File: config.mk
export PLATFORM = sky130hd
export DESIGN_NAME = adc_mono_bist
export DESIGN_NICKNAME = d
export VERILOG_FILES = /design/src/rtl/adc_mono_pkg.sv /design/src/rtl/mono_cmp.sv /design/src/rtl/bist_seq.sv /design/src/rtl/score_unit.sv /design/src/rtl/adc_mono_bist.sv
export SDC_FILE = /design/constraint.sdc
export NUM_CORES = 1
export LEC_CHECK = 0
export ABC_AREA = 1
export CORE_UTILIZATION = 52
export CTS_BUF_LIST = sky130_fd_sc_hd__clkbuf_8
export DETAILED_ROUTE_END_ITERATION = 10
export GPL_TIMING_DRIVEN = 0
export PLACE_DENSITY = 0.81
export SYNTH_ARGS = -nofsm -noshare
export SYNTH_HDL_FRONTEND = slang
export SYNTH_SLANG_ARGS = --single-unit
File: constraint.sdc
create_clock -name clk -period 3.05 [get_ports clk]
set_input_delay 0.4575 -clock clk [delete_from_list [all_inputs] [get_ports clk]]
set_output_delay 0.4575 -clock clk [all_outputs]
set_load 0.02 [all_outputs]
File: src/rtl/adc_mono_pkg.sv
package adc_mono_pkg;
  typedef enum logic [1:0] {
    ST_IDLE  = 2'd0,
    ST_FIRST = 2'd1,
    ST_RUN   = 2'd2,
    ST_DONE  = 2'd3
  } bist_state_e;
endpackage

File: src/rtl/mono_cmp.sv
module mono_cmp #(
  parameter int CODE_W = 10
) (
  input  logic [CODE_W-1:0] ref_i,
  input  logic [CODE_W-1:0] cur_i,
  input  logic              strict_i,
  output logic              ok_o
);
  logic [CODE_W-1:0] step;
  logic              rising;

  always_comb begin
    rising = (cur_i >= ref_i);
    step   = cur_i - ref_i;
    ok_o   = rising && (!strict_i || (step <= CODE_W'(1)));
  end
endmodule

File: src/rtl/bist_seq.sv
module bist_seq
  import adc_mono_pkg::*;
#(
  parameter int CNT_W = 16
) (
  input  logic             clk,
  input  logic             rst_n,
  input  logic             start_i,
  input  logic             strobe_i,
  input  logic [CNT_W-1:0] length_i,
  output logic             take_o,
  output logic             first_o,
  output logic             cmp_o,
  output logic             fin_o,
  output logic             done_o
);
  bist_state_e      state_q, state_d;
  logic [CNT_W-1:0] smp_q, smp_d;
  logic [CNT_W-1:0] len_q, len_d;
  logic             last;
  logic             en;

  always_comb begin
    state_d = state_q;
    smp_d   = smp_q;
    len_d   = len_q;
    take_o  = strobe_i && !start_i &&
              ((state_q == ST_FIRST) || (state_q == ST_RUN));
    first_o = take_o && (state_q == ST_FIRST);
    cmp_o   = take_o && (state_q == ST_RUN);
    last    = ({1'b0, smp_q} + (CNT_W+1)'(1)) >= {1'b0, len_q};
    fin_o   = take_o && last;
    if (start_i) begin
      state_d = ST_FIRST;
      smp_d   = '0;
      len_d   = length_i;
    end else if (take_o) begin
      smp_d   = smp_q + CNT_W'(1);
      state_d = last ? ST_DONE : ST_RUN;
    end
    en     = start_i || take_o;
    done_o = (state_q == ST_DONE);
  end

  always_ff @(posedge clk or negedge rst_n) begin
    if (!rst_n) begin
      state_q <= ST_IDLE;
      smp_q   <= '0;
      len_q   <= '0;
    end else if (en) begin
      state_q <= state_d;
      smp_q   <= smp_d;
      len_q   <= len_d;
    end
  end
endmodule

File: src/rtl/score_unit.sv
module score_unit #(
  parameter int CNT_W = 16
) (
  input  logic             clk,
  input  logic             rst_n,
  input  logic             clear_i,
  input  logic             inc_i,
  input  logic             fin_i,
  input  logic [CNT_W-1:0] expect_i,
  output logic [CNT_W-1:0] count_o,
  output logic             pass_o
);
  logic [CNT_W-1:0] cnt_q, cnt_d;
  logic [CNT_W-1:0] exp_q, exp_d;
  logic             pass_q, pass_d;
  logic             en;

  always_comb begin
    cnt_d  = cnt_q;
    exp_d  = exp_q;
    pass_d = pass_q;
    if (clear_i) begin
      cnt_d  = '0;
      exp_d  = expect_i;
      pass_d = 1'b0;
    end else begin
      if (inc_i) cnt_d = cnt_q + CNT_W'(1);
      if (fin_i) pass_d = (cnt_d == exp_q);
    end
    en = clear_i || inc_i || fin_i;
  end

  always_ff @(posedge clk or negedge rst_n) begin
    if (!rst_n) begin
      cnt_q  <= '0;
      exp_q  <= '0;
      pass_q <= 1'b0;
    end else if (en) begin
      cnt_q  <= cnt_d;
      exp_q  <= exp_d;
      pass_q <= pass_d;
    end
  end

  assign count_o = cnt_q;
  assign pass_o  = pass_q;
endmodule

File: src/rtl/adc_mono_bist.sv
module adc_mono_bist #(
  parameter int CODE_W = 10,
  parameter int CNT_W  = 16
) (
  input  logic              clk,
  input  logic              rst_n,
  input  logic              start_i,
  input  logic              strobe_i,
  input  logic [CODE_W-1:0] code_i,
  input  logic [CNT_W-1:0]  expect_i,
  input  logic [CNT_W-1:0]  length_i,
  input  logic              strict_i,
  output logic              done_o,
  output logic              pass_o,
  output logic [CNT_W-1:0]  count_o
);
  logic              take, first_fire, cmp_fire, fin, ok;
  logic [CODE_W-1:0] ref_q;
  logic              strict_q;

  bist_seq #(.CNT_W(CNT_W)) u_seq (
    .clk      (clk),
    .rst_n    (rst_n),
    .start_i  (start_i),
    .strobe_i (strobe_i),
    .length_i (length_i),
    .take_o   (take),
    .first_o  (first_fire),
    .cmp_o    (cmp_fire),
    .fin_o    (fin),
    .done_o   (done_o)
  );

  mono_cmp #(.CODE_W(CODE_W)) u_cmp (
    .ref_i    (ref_q),
    .cur_i    (code_i),
    .strict_i (strict_q),
    .ok_o     (ok)
  );

  score_unit #(.CNT_W(CNT_W)) u_score (
    .clk      (clk),
    .rst_n    (rst_n),
    .clear_i  (start_i),
    .inc_i    (cmp_fire && ok),
    .fin_i    (fin),
    .expect_i (expect_i),
    .count_o  (count_o),
    .pass_o   (pass_o)
  );

  // Reference code: loaded on every accepted strobe
  always_ff @(posedge clk or negedge rst_n) begin
    if (!rst_n) ref_q <= '0;
    else if (take) ref_q <= code_i;
  end

  // Mode captured at start
  always_ff @(posedge clk or negedge rst_n) begin
    if (!rst_n) strict_q <= 1'b0;
    else if (start_i) strict_q <= strict_i;
  end
endmodule

==> reports/qor.yml <==
drt:
  ant_nets: 0
  drc: 0
  wl_met1_um: 5760
  num_vias: 4932
  highest_layer: "met4"
  met2_length_um: 6340
  firstDrtPassIters: 5
  drt-vias-per-instance: 5.26
  wirelength_um: 13100
  wl_met3_um: 672
  drt_iter0_markers: 312
  routedWlPerCell_um: 14.0
place:
  dp_cells: 900
  port_buffers: 64
  place_congestion: 0.914
  hpwl_um: 9370
  place_ws_ns: -0.488
  dpl_cell_area_mm2: 0.00588
sta:
  slew_viol_final: 0
  clock.fmax_mhz: 310
  hold_slack_ns: 0.0528
  slew_headroom_pct: 63.0
  rsz0062_at_grt: "true"
  worst_pin_slew_ns: 0.554
  finalCriticalPeriod_ns: 3.22
  skew_ns: 0.0103
  final-hold-violation-count: 0
  finalSetupViolations: 2
  fin_ws_ns: -0.171
  timing.final.crit_share_pct: 106
floorplan:
  num_rows: 35
  io-pin-count: 65
  fp.dieW_um: 101
  core_area_mm2: 0.00933
  start_util_pct: 54.2
  die_h_um: 101
  die_area_mm2: 0.0101
logic_synthesis:
  yosysSeqAreaShare_pct: 38.6
  netlist_area_mm2: 0.00505
  synth_xor_area_share_pct: 3.47
  synth_edf_count: 0
  synth_top_family_by_area: "simple AND/OR/NAND/NOR gates"
  synth_top_area_cell: "dfrtp_1"
  avgSynthCellArea_um2: 7.16
  async_flop_share_pct: 100
  synth_cells: 706
  synth.ff_latch_count: 78
  synth_ff_type: "dfrtp_1"
  synthAdderAreaFrac_pct: 7.82
  ys_types: 32
  synth_most_common_cell: "nand2_1"
  yosys_warnings: 0
  synth_top_area_share_pct: 38.6
  synth-simple-area-share_pct: 30.1
  ys_top_cells_by_area: "dfrtp_1, nand2_1, inv_1"
  synth_common_cells: "nand2_1, inv_1, dfrtp_1, nand3_1"
  synth_compound_area_share_pct: 9.41
  synthesis.nets: 784
  muxShareOfSynthArea_pct: 0
cells_and_area:
  areaGrowthSynthToFinish_pct: 24.5
  nets: 881
  n_antenna_cell: 0
  design_area_mm2: 0.00629
  fill_cells: 781
  instances_no_fill: 937
  drive_above_1_share_pct: 9.90
cts:
  clk_latency_ns: 0.36
  cts_hold_buf: 0
  clockBufferDepth: 2
  cts_root_buf: "clkbuf_8"
  cts_tree: "done"
  cts.clk_slew.worst_paths_ns: 0.08
  cts.htree.levels: 3
  cts_made_buffers: 9
  clock-sinks: 78
critical_path:
  start_kind: "flip-flop"
  crit_required_ns: 3.34
  critPathCaptureType: "flip-flop"
  criticalPathCategory: "reg2reg"
  worstPathArrival_ns: 3.51
  cp_max_fo: 3
run:
  maxCapViolCount: 0
power_and_ir_drop:
  power_w: 0.00262
  ir_worst_vdd_mv: 0.243
  powerDensity_mw_per_mm2: 416
  p_leak_nw: 3.17
global_route:
  grt_max_degree: 46
  grt_overflow: 0
  grt_usage_pct: 27.4
  grt_pass1_vias: 4805
  antenna_found_initial: 0
  grt_pass1_wl_um: 21600
outcome:
  outcome: "finished with violations"
  violations: "setup timing"
worst_hold_path:
  hold_path.class: "in2async"
repair_timing:
item | 4_1_cts | 5_1_grt
gates resized for setup | 15 | 6
setup endpoints to repair | 2 | 2
endpoints found under the hold margin | 0 | 0
buffers inserted | 16 | 5
pin swaps | 8 | 10
logic make-up (layout without fill, tap and decap cells):
kind of cell / after synthesis / after routing
buffers and inverters: 139 / 241
adders and majority gates: 31 / 31
xor gates and xnor gates: 20 / 20
and+or+nand+nor: 350 / 350
AOI/OAI and AO/OA: 88 / 88
DFF: 78 / 78
metrics by stage:
step / setup TNS, ns / utilization, %
global placement: -95.64 / 62.8
floorplan: 0 / -
detailed placement: -1.41 / 63.0
global route: -0.625 / 67.4
CTS: -0.0196 / 66.9
finish: -0.221 / 67.4
worst max-delay path, cell delays in order (launching register included):
cell and delay, ns:
dfrtp_1 0.38, inv_2 0.07, nor3_4 0.19, nand4_1 0.15
nor2_1 0.14, inv_1 0.09, nor2_4 0.16, nand3_4 0.11
nor3_4 0.13, xor2_1 0.20, inv_1 0.12, ha_4 0.30
nand4_1 0.16, nor2_1 0.14, nand2_1 0.05, o211ai_1 0.19
nand2_1 0.07, inv_1 0.07, nand2_1 0.05, nor2_1 0.10
nand2_1 0.07, nor2_1 0.10, nand2_1 0.06, nand2_1 0.06
cell type report:
class                           count  area (um2)  area share, %
Multi-Input combinational cell    489        2650           42.1
Sequential cell                    78        1950           31.0
Timing Repair Buffer               86         823           13.1
Inverter                          123         462           7.34
Tap cell                          129         161           2.57
Clock buffer                       10         138           2.19
Buffer                             16        76.3           1.21
Clock inverter                      6        30.0          0.477
power breakdown:
group / switching [W] / leakage, nW / internal, W
combinational: 0.000464 / 2.07 / 0.000296
clock: 0.000393 / 0.0944 / 0.000308
sequential: 0.0000381 / 1.01 / 0.00112
total: 0.000895 / 3.17 / 0.00172
sequential cells by signal, indices dropped and copies added, names as in the netlist:
register         count
u_score.count_o     16
u_score.exp_q       16
u_seq.len_q         16
u_seq.smp_q         16
ref_q               10
u_seq.state_q        2
strict_q             1
u_score.pass_o       1
cell usage in the layout, fill, tap and decap left out, drive strengths merged:
master,instances
nor4,3
a21boi,1
nor2,57
a21o,1
clkinv,3
nand4,10
clkdlybuf4s50,63
xor2,20
or2,1
clkinvlp,1
o21a,1
o21bai,2
ha,30
nand2,201
inv,125
nand3,67
buf,28
o21ai,54
nor3,10
clkbuf,21
o22ai,11
a21oi,16
o211ai,2
dfrtp,78
nand3b,1
fa,1
final timing paths:
check                          startpoint               end  slack (ns)  cells after the start
max                        u_seq.smp_q[2]    u_score.pass_o       -0.17                     23
min                                 rst_n  u_score.exp_q[9]        0.05                      1
max reg2reg                u_seq.smp_q[2]    u_score.pass_o       -0.17                     23
min reg2reg                u_seq.len_q[0]    u_seq.len_q[0]        0.50                      2
max in group asynchronous           rst_n          ref_q[4]        2.40                      2
min in group clk           u_seq.len_q[0]    u_seq.len_q[0]        0.50                      2
routing by layer:
layer / vias to the layer above / GRT usage, %
met4: 0 / 11.4
li1: 2423 / -
met2: 170 / 46.8
met1: 2313 / 34.8
met3: 26 / 3.95
met5: - / 0
Note: power is estimated with default switching activity, not from simulation.
